==> config.mk <==
export PLATFORM = sky130hd
export DESIGN_NAME = win_depth_avg
export DESIGN_NICKNAME = d
export VERILOG_FILES = /design/src/rtl/wda_pkg.sv /design/src/rtl/depth_integrator.sv /design/src/rtl/window_timer.sv /design/src/rtl/record_emitter.sv /design/src/rtl/win_depth_avg.sv
export SDC_FILE = /design/constraint.sdc
export NUM_CORES = 1
export LEC_CHECK = 0
export BUFFER_PORTS_ARGS = -buffer_cell sky130_fd_sc_hd__buf_2
export CORE_MARGIN = 2
export CORE_UTILIZATION = 60
export CTS_CLUSTER_SIZE = 24
export DETAILED_ROUTE_END_ITERATION = 8
export GPL_TIMING_DRIVEN = 1
export HOLD_SLACK_MARGIN = 0.1
export PLACE_DENSITY_LB_ADDON = 0.12
export RECOVER_POWER = 25
export SLEW_MARGIN = 30
export SYNTH_ARGS = -nofsm -noshare
export SYNTH_HDL_FRONTEND = slang
export SYNTH_HIERARCHICAL = 1
export SYNTH_SLANG_ARGS = --single-unit
==> constraint.sdc <==
create_clock -name clk -period 6.5 [get_ports clk]
set_input_delay 0.975 -clock clk [delete_from_list [all_inputs] [get_ports clk]]
set_output_delay 0.975 -clock clk [all_outputs]
set_load 0.05 [all_outputs]
==> src/rtl/wda_pkg.sv <==
package wda_pkg;

    localparam int FRAC_W = 8;

    typedef enum logic {
        EM_IDLE = 1'b0,
        EM_SEND = 1'b1
    } em_state_t;

    function automatic int idx_width(input int n);
        return (n > 1) ? $clog2(n) : 1;
    endfunction

endpackage

==> src/rtl/depth_integrator.sv <==
module depth_integrator #(
    parameter int DEPTH_W = 4,
    parameter int ACC_W   = 8
) (
    input  logic               clk,
    input  logic               rst,
    input  logic [DEPTH_W-1:0] depth_in,
    input  logic               close_i,
    output logic [ACC_W-1:0]   sum_o
);

    logic [ACC_W-1:0] acc_q;

    // Sum including the present sample; this is the closing value on a boundary.
    assign sum_o = acc_q + ACC_W'(depth_in);

    always_ff @(posedge clk) begin
        if (rst) begin
            acc_q <= '0;
        end else if (close_i) begin
            acc_q <= '0;
        end else begin
            acc_q <= sum_o;
        end
    end

endmodule

==> src/rtl/window_timer.sv <==
module window_timer #(
    parameter int WINDOW = 64,
    parameter int WC_W   = 7,
    parameter int TS_W   = 32
) (
    input  logic            clk,
    input  logic            rst,
    output logic            boundary_o,
    output logic [TS_W-1:0] ts_end_o
);

    logic [WC_W-1:0] win_q;
    logic [TS_W-1:0] ts_q;

    assign boundary_o = (win_q == WC_W'(WINDOW - 1));
    assign ts_end_o   = ts_q + TS_W'(WINDOW);

    always_ff @(posedge clk) begin
        if (rst) begin
            win_q <= '0;
            ts_q  <= '0;
        end else if (boundary_o) begin
            win_q <= '0;
            ts_q  <= ts_end_o;
        end else begin
            win_q <= win_q + WC_W'(1);
        end
    end

endmodule

==> src/rtl/record_emitter.sv <==
module record_emitter
    import wda_pkg::*;
#(
    parameter int NUM_CNT = 4,
    parameter int AVG_W   = 12,
    parameter int TS_W    = 32,
    parameter int IDX_W   = 2
) (
    input  logic                     clk,
    input  logic                     rst,
    input  logic                     load_req,
    input  logic [NUM_CNT*AVG_W-1:0] avg_flat,
    input  logic [TS_W-1:0]          ts_in,
    input  logic                     ready_i,
    output logic                     valid_o,
    output logic [IDX_W-1:0]         idx_o,
    output logic [AVG_W-1:0]         avg_o,
    output logic [TS_W-1:0]          ts_o
);

    em_state_t        state_q;
    logic [IDX_W-1:0] idx_q;
    logic [TS_W-1:0]  ts_q;
    logic [AVG_W-1:0] bank_q [NUM_CNT];

    logic sending, last, fire, free, load;

    assign sending = (state_q == EM_SEND);
    assign last    = sending && (idx_q == IDX_W'(NUM_CNT - 1));
    assign fire    = sending && ready_i;
    // The bank may be refilled on the edge that accepts its final record.
    assign free    = !sending || (fire && last);
    assign load    = load_req && free;

    always_ff @(posedge clk) begin
        if (rst) begin
            state_q <= EM_IDLE;
            idx_q   <= '0;
            ts_q    <= '0;
        end else if (load) begin
            state_q <= EM_SEND;
            idx_q   <= '0;
            ts_q    <= ts_in;
        end else if (fire) begin
            if (last) begin
                state_q <= EM_IDLE;
            end else begin
                idx_q <= idx_q + IDX_W'(1);
            end
        end
    end

    always_ff @(posedge clk) begin
        if (load) begin
            for (int k = 0; k < NUM_CNT; k++) begin
                bank_q[k] <= avg_flat[k*AVG_W +: AVG_W];
            end
        end
    end

    assign valid_o = sending;
    assign idx_o   = idx_q;
    assign avg_o   = bank_q[idx_q];
    assign ts_o    = ts_q;

endmodule

==> src/rtl/win_depth_avg.sv <==
module win_depth_avg
    import wda_pkg::*;
#(
    parameter int NUM_CNT = 4,
    parameter int DEPTH_W = 4,
    parameter int WINDOW  = 64,
    parameter int TS_W    = 32
) (
    input  logic                                     clk,
    input  logic                                     rst,
    input  logic [NUM_CNT*DEPTH_W-1:0]               depth_vec,
    output logic                                     rec_valid,
    input  logic                                     rec_ready,
    output logic [TS_W-1:0]                          rec_time,
    output logic [((NUM_CNT > 1) ? $clog2(NUM_CNT) : 1)-1:0] rec_idx,
    output logic [DEPTH_W+FRAC_W-1:0]                rec_avg
);

    localparam int IDX_W = idx_width(NUM_CNT);
    localparam int ACC_W = DEPTH_W + $clog2(WINDOW + 1);
    localparam int AVG_W = DEPTH_W + FRAC_W;
    localparam int DIV_W = ACC_W + FRAC_W;
    localparam int WC_W  = $clog2(WINDOW + 1);

    logic                     boundary;
    logic [TS_W-1:0]          ts_end;
    logic [NUM_CNT*AVG_W-1:0] avg_flat;

    window_timer #(
        .WINDOW (WINDOW),
        .WC_W   (WC_W),
        .TS_W   (TS_W)
    ) u_timer (
        .clk        (clk),
        .rst        (rst),
        .boundary_o (boundary),
        .ts_end_o   (ts_end)
    );

    for (genvar g = 0; g < NUM_CNT; g++) begin : g_lane
        logic [ACC_W-1:0] sum_w;
        logic [DIV_W-1:0] scaled_w;
        logic [DIV_W-1:0] quot_w;

        depth_integrator #(
            .DEPTH_W (DEPTH_W),
            .ACC_W   (ACC_W)
        ) u_int (
            .clk      (clk),
            .rst      (rst),
            .depth_in (depth_vec[g*DEPTH_W +: DEPTH_W]),
            .close_i  (boundary),
            .sum_o    (sum_w)
        );

        // Truncating division by the constant window length.
        assign scaled_w = {sum_w, {FRAC_W{1'b0}}};
        assign quot_w   = scaled_w / DIV_W'(WINDOW);
        assign avg_flat[g*AVG_W +: AVG_W] = AVG_W'(quot_w);
    end

    record_emitter #(
        .NUM_CNT (NUM_CNT),
        .AVG_W   (AVG_W),
        .TS_W    (TS_W),
        .IDX_W   (IDX_W)
    ) u_emit (
        .clk      (clk),
        .rst      (rst),
        .load_req (boundary),
        .avg_flat (avg_flat),
        .ts_in    (ts_end),
        .ready_i  (rec_ready),
        .valid_o  (rec_valid),
        .idx_o    (rec_idx),
        .avg_o    (rec_avg),
        .ts_o     (rec_time)
    );

endmodule

[Word level (Yosys, flattened, before mapping)]
Memories as Yosys holds them, arrays and structs flattened. A register that Yosys moved wholly into a read port is not among the register bits.
Index checks and enable logic that the tools add are counted.
Storage, ports and cells
  bits in writable memories: 40
  output and inout port bits: 47
  input port bits: 19
  memories kept: 1
  flip-flop bits (word level): 118
Operators by class
  mux-type cells: 7
  add/subtract/negate cells: 7
  bitwise logic cells: 1
  reduce and logical (&&, ||, !) cells: 12
  eq/ne operators: 2
Memory list
  u_emit.bank_q: depth 4, bits a word 10, rd ports 1, clocked after memory_dff 1, write ports 4, line record_emitter.sv:24  | logic [AVG_W-1:0] bank_q [NUM_CNT];
Operators by type and width (number)
  11-bit by 4-bit adder with 11-bit output: 4
  32-bit by 7-bit adder with 32-bit output (second input constant): 1
  7-bit by 1-bit adder with 7-bit output (second input constant): 1
  7-bit by 6-bit equality test with 1-bit output (second input constant): 1
  1-bit two-way mux: 5
  1-bit logical AND: 4
  2-bit two-way mux: 2
  2-bit AND reduction: 2
  2-bit nonzero test: 2
  2-bit OR reduction: 2
  2-bit by 1-bit adder with 2-bit output (second input constant): 1
  2-bit equality test (second input constant): 1
  1-bit logical NOT: 1
  1-bit logical OR: 1
  1-bit inverter: 1

[Logic depth before layout (Yosys ltp)]
Gate-level depths: netlist of the first run.
  depth after elaboration: 7
  mapped depth: 10

[By module]
The synthesis of the first run kept the hierarchy.
By module, submodules not included
  record_emitter: times used 1, cells an instance 217, area an instance 3374.5 um^2
  depth_integrator: times used 4, cells an instance 71, area an instance 596.8 um^2
  window_timer: times used 1, cells an instance 242, area an instance 2006.9 um^2
  win_depth_avg: times used 1, cells an instance 1, area an instance 3.8 um^2

[Worst setup path before layout of the first run]
No wires, ideal clock.
  path kind: register to register
  start: register u_timer.win_q[0]
  end: memory u_emit/bank_q[0][0] (netlist bit) (enable)
  cell stages (with the launch flop): 10
  data arrival time: 2229 ps
  path slack: 4005 ps
  data required time: 6234 ps
  path buffers: 4
  clock period less this slack: 2495 ps
  setup time: 266 ps
  cell sequence: dfxtp_1 ha_1 and4_1 buf_4 nand2_1 buf_2 clkinv_1 nor2b_2 buf_6 buf_12
RTL lines
  from (decl): line window_timer.sv:12  | logic [WC_W-1:0] win_q;
  from (signal assigned): line window_timer.sv:26  | win_q <= win_q + WC_W'(1);
  to (decl): line record_emitter.sv:24

==> out/metrics.yaml, run 1 <==
outcome:
  run_status: "completed"
power:
  pwr_density_cell_nw_per_um2: 273.0
  finalPower_mw: 2.301
  leakage_nw: 3.127
  vdd_drop_max_mv: 0.1655
yosys:
  synthesis.area_um2: 7532
  synthCells: 712
  ys_warn_count: 6
  syn_area_per_cell_um2: 10.58
sta:
  max_slew_margin_pct: 44.11
  period_minus_slack_ns: 3.063
  fin_crit_sh_pct: 47.13
  fmax_mhz: 326.4
  hold_viol: 0
  setup_tns_ns: 0
  setup_ws_ns: 3.437
  fin_skew_ns: 0.006534
  worst_pin_slew_ns: 0.8383
  rsz0062_at_grt: "false"
  setup_violations: 0
  timing.hold.ws_ns: 0.4707
  finalMaxSlewViolations: 0
clock_tree:
  clock_latency_ns: 0.42
  cts_setup_buffers: 0
  ctsResizeCount: 0
  cts.htree.levels: 4
  cts_buffers: 17
  tritoncts: "done"
  clock-sinks: 158
  cts.clk_slew.worst_paths_ns: 0.06
  cts-hold-fix-buffers: 0
  cts_root_buf: "clkbuf_16"
  clk_path_buf_depth: 2
floorplanning:
  ios: 66
  fp.dieW_um: 116.0
  die_area_um2: 13470
  core_area_um2: 12110
  start_util_pct: 62.19
  die_h_um: 116.0
  rows: 40
placed_design:
  dp_slack_ns: 3.500
  finalWeightedCongestion: 0.8544
  port_buffers: 65
  dpl_cell_area_um2: 7874
  placed_cells: 920
  hpwl_um: 9495
critical_path:
  rr_worst_depth: 7
  cp_max_fo: 12
  setup.worst_path.start_class: "register"
  cp-end-kind: "output pin"
  r2r-end: "u_emit/bank_q[1][5]"
  cp.arrival_ns: 2.09
  r2r_setup_slack_ns: 3.49
  critical_path_class: "register to output pin"
  required_ns: 5.52
  regToRegStartpoint: "u_timer/win_q[0]"
worst_hold_path:
  hold_path_startpoint: "u_emit/ts_o[17]"
  hold_class: "register to register"
  hold-path-cell-count: 2
  whs_endpoint: "u_emit/ts_o[17]"
final_layout:
  area_delta_synth_final_pct: 11.88
  multiInputGateArea_um2: 3547
  final_cell_mix: "dfxtp_1, nand2b_1, nor2_1, edfxtp_1, nand2_1"
  ff_latch_area_um2: 3643
  fin_area_um2: 8427
  final_cells: 952
  nets: 813
  diodes: 0
  drive_gt1_share_pct: 10.97
  final_common_cell: "dfxtp_1"
  final_core_util_pct: 69.58
  num-fill-cells: 949
run:
  cap_viol_max_count: 0
routing:
  wire_per_inst_um: 15.07
  wirelength_um: 14350
  wl_met3_um: 661
  top_layer: "met4"
  met1Wirelength_um: 6901
  vias: 5232
  drtIter0Drc: 358
  drc: 0
  dr_wl_met2_um: 6638
  ant_nets: 0
  via_per_inst: 5.496
  first_pass_iters: 5
global_route:
  grt_pass1_vias: 4865
  grt_overflow: 0
  grt_max_degree: 121
  grt.total_usage_pct: 22.50
  grt_antenna_before_repair: 0
  grt_pass1_wl_um: 23690
## cell type report
class | instances | area share, %
sequential | 158 | 43.24
clock inverter | 13 | 1.915
multi-input combinational | 497 | 42.09
timing repair buffer | 68 | 3.712
inverter | 29 | 1.292
tap | 168 | 2.494
clock buffer | 19 | 5.256
## state kept, by name, summed over array words and instances (netlist names), named ones only
signal and cells:
g_lane.u_int/acc_q 40, u_emit/bank_q 48, u_emit/idx_o 2, u_emit/valid_o 1, u_emit/ts_o 32, u_timer/win_q 7, u_timer/ts_q 26
## worst max-delay path by stage
stage                           from             endpoint  slack, ns  depth (start not counted)
floorplan           u_timer/win_q[0]  u_emit/bank_q[0][0]       4.01                          9
global placement    u_timer/win_q[0]  u_emit/bank_q[2][2]       3.38                          7
detailed placement  u_timer/win_q[0]  u_emit/bank_q[3][2]       3.50                          7
CTS                         register          rec_avg[10]       3.36                          2
global route                register          rec_avg[11]       3.26                          2
finish                      register           rec_avg[5]       3.44                          2
## power by group
group,internal [mW],switching (mW),leakage (nW)
registers,1.06,0.0199,1.37
clock network,0.615,0.388,0.291
logic,0.0929,0.125,1.47
total,1.77,0.532,3.13
## per-layer routing
metal	up-vias	track usage, %
met3	11	4.341
met4	0	8.333
met2	142	34.74
met1	2466	31.76
li1	2613	-
met5	-	0
## critical path, stage by stage (launching register included)
cell and delay [ns]:
dfxtp_1 0.83, mux4_2 0.61, buf_2 0.23
(Power assumes the default switching activity.)
==> run 2, diff against run 1 <==
- clock period: 6.5 -> 3 ns (I/O delays scaled with it)
==> run 2 against run 1 <==
Effect of this change: first-iteration DRC count decreased by 12%; register-to-register slack got worse by 2.6 ns; count of clock-buffer cells in the layout grew 7; sequential share of layout area rose by 0.051 points; wire length increased by 2.8%; design area is 0.12% lower; clock skew increased by 0.0033 ns; utilization is 0.083 points lower; die area unchanged; combinational power up 130%; largest power group unchanged; critical endpoint is now rec_avg[9].
==> out/metrics.yaml, run 2 (synthesis results as in run 1) <==
routing:
  vias: 5306  # +1.4%
  wirelength_um: 14750  # +2.8%
  drc: 0  # unchanged
  ant_nets: 0  # unchanged
  first_pass_iters: 5  # unchanged
  drtIter0Drc: 316  # -12%
  via_per_inst: 5.550  # +0.99%
  wire_per_inst_um: 15.43  # +2.4%
outcome:
  run_status: "completed"
clock_tree:
  cts.clk_slew.worst_paths_ns: 0.06  # about the same
  clk_path_buf_depth: 2  # unchanged
  tritoncts: "done"
  cts_buffers: 17  # unchanged
  clock_latency_ns: 0.41  # about the same
  ctsResizeCount: 0  # unchanged
  cts_root_buf: "clkbuf_16"
  cts-hold-fix-buffers: 0  # unchanged
  cts_setup_buffers: 0  # unchanged
  clock-sinks: 158  # unchanged
  cts.htree.levels: 4  # unchanged
sta:
  setup_violations: 0  # unchanged
  fmax_mhz: 452.9
  setup_tns_ns: 0  # unchanged
  max_slew_margin_pct: 2.722  # -41 points
  fin_skew_ns: 0.009827  # +0.003294 ns
  rsz0062_at_grt: "false"
  fin_crit_sh_pct: 73.60
  hold_viol: 0  # unchanged
  worst_pin_slew_ns: 1.459  # +0.6209 ns
  period_minus_slack_ns: 2.208
  finalMaxSlewViolations: 0  # unchanged
floorplanning:
  rows: 40  # unchanged
  die_area_um2: 13470  # unchanged
  core_area_um2: 12110  # unchanged
  fp.dieW_um: 116.0  # unchanged
  die_h_um: 116.0  # unchanged
  ios: 66  # unchanged
  start_util_pct: 62.19  # unchanged
critical_path:
  critical_path_class: "register to output pin"
  rr_worst_depth: 6  # -1
  cp_max_fo: 12  # unchanged
  regToRegStartpoint: "u_timer/win_q[0]"
  cp.arrival_ns: 1.76  # -0.33 ns
  cp-end-kind: "output pin"
  required_ns: 2.55  # -2.97 ns
  setup.worst_path.start_class: "register"
  r2r_setup_slack_ns: 0.88  # -2.61 ns
  r2r-end: "u_emit/bank_q[2][2]"
  crit_end: "rec_avg[9]"
run:
  cap_viol_max_count: 0  # unchanged
worst_hold_path:
  hold_class: "input pin to register"
power:
  finalPower_mw: 4.758  # +110%
  vdd_drop_max_mv: 0.4159  # +150%
  pwr_density_cell_nw_per_um2: 565.4  # +110%
  leakage_nw: 3.123  # -0.11%
final_layout:
  regMostFlops: "u_emit/bank_q"
  area_delta_synth_final_pct: 11.74
  largest_register_ffs: 48  # unchanged
  diodes: 0  # unchanged
  nets: 817  # +0.49%
  drive_gt1_share_pct: 11.04  # +0.071 points
  final_cells: 956  # +0.42%
  final_cell_mix: "dfxtp_1, nand2b_1, nor2_1, edfxtp_1, clkbuf_1"
  num-fill-cells: 955  # +0.63%
  final_common_cell: "dfxtp_1"
global_route:
  grt_pass1_wl_um: 24090  # +1.7%
  met2_usage_pct: 36.02  # +1.3 points
  grt.total_usage_pct: 22.95  # +0.44 points
  use_met1_pct: 32.01  # +0.25 points
  grt_pass1_vias: 5021  # +3.2%
  grt_max_degree: 84  # -31%
  grt_use_met3_pct: 4.289  # -0.052 points
  grt_overflow: 0  # unchanged
  busiest_layer: "met2"
  grt_antenna_before_repair: 0  # unchanged
placed_design:
  port_buffers: 65  # unchanged
  hpwl_um: 10150  # +7.0%
  finalWeightedCongestion: 0.7994  # -6.4%
  placed_cells: 924  # +0.43%
-- run 2: cell count changes in the layout (fill, tap and decap cells not counted), moves of 3 or more --
cell	change
buf_12	+3
bufinv_16	-3
clkinv_1	-3
clkinv_2	+3
clkbuf_1	+8
inv_6	-3
-- run 2: metrics by stage --
| step | instance area, µm² | hold slack [ns] | util (%) | setup slack, ns |
|---|---|---|---|---|
| floorplan | 7577 | 0.4306 | - | 0.5051 |
| global placement | 7938 | 0.4438 | 65.54 | 0.9521 |
| detailed placement | 7938 | 0.4575 | 65.54 | 0.8723 |
| CTS | 8466 | 0.3497 | 69.90 | 0.7554 |
| global route | 8417 | 0.3557 | 69.49 | 0.6995 |
| finish | 8417 | 0.3656 | 69.49 | 0.7919 |
-- run 2: power by group --
part           leakage, nW  switching (mW)  internal (mW)
Clock                0.254           0.800           1.12
Combinational         1.50           0.290          0.208
Sequential            1.37          0.0415           2.30
-- run 2: critical path, cell delays in order (launching register included) --
cell,delay (ns)
dfxtp_1,0.31
buf_4,0.25
mux4_2,0.55
buf_2,0.23
-- run 2: layer usage --
layer  wire length (µm)  vias up
met5                  0        -
met4                135        0
met3                568       14
met2               6868      120
met1               7177     2562
li1                   -     2610
-- run 2: layout make-up --
type / count / area, µm² / area share (%)
clock buffer: 26 / 489.2 / 5.812
clock inverter: 6 / 38.79 / 0.4608
inverter: 29 / 108.9 / 1.293
multi-input combinational: 497 / 3560 / 42.29
sequential: 158 / 3643 / 43.29
tap: 168 / 210.2 / 2.497
timing repair buffer: 72 / 366.6 / 4.356
-- run 2: how the worst min path moves through the flow --
stage                     startpoint                   to  cells after the start
floorplan           u_timer/win_q[6]     u_timer/win_q[6]                      2
global placement    u_timer/win_q[0]     u_timer/win_q[0]                      1
detailed placement  u_timer/win_q[0]     u_timer/win_q[0]                      1
CTS                     depth_vec[8]  u_emit/bank_q[2][2]                      2
global route            depth_vec[8]  u_emit/bank_q[2][2]                      2
finish                  depth_vec[8]  u_emit/bank_q[2][2]                      2
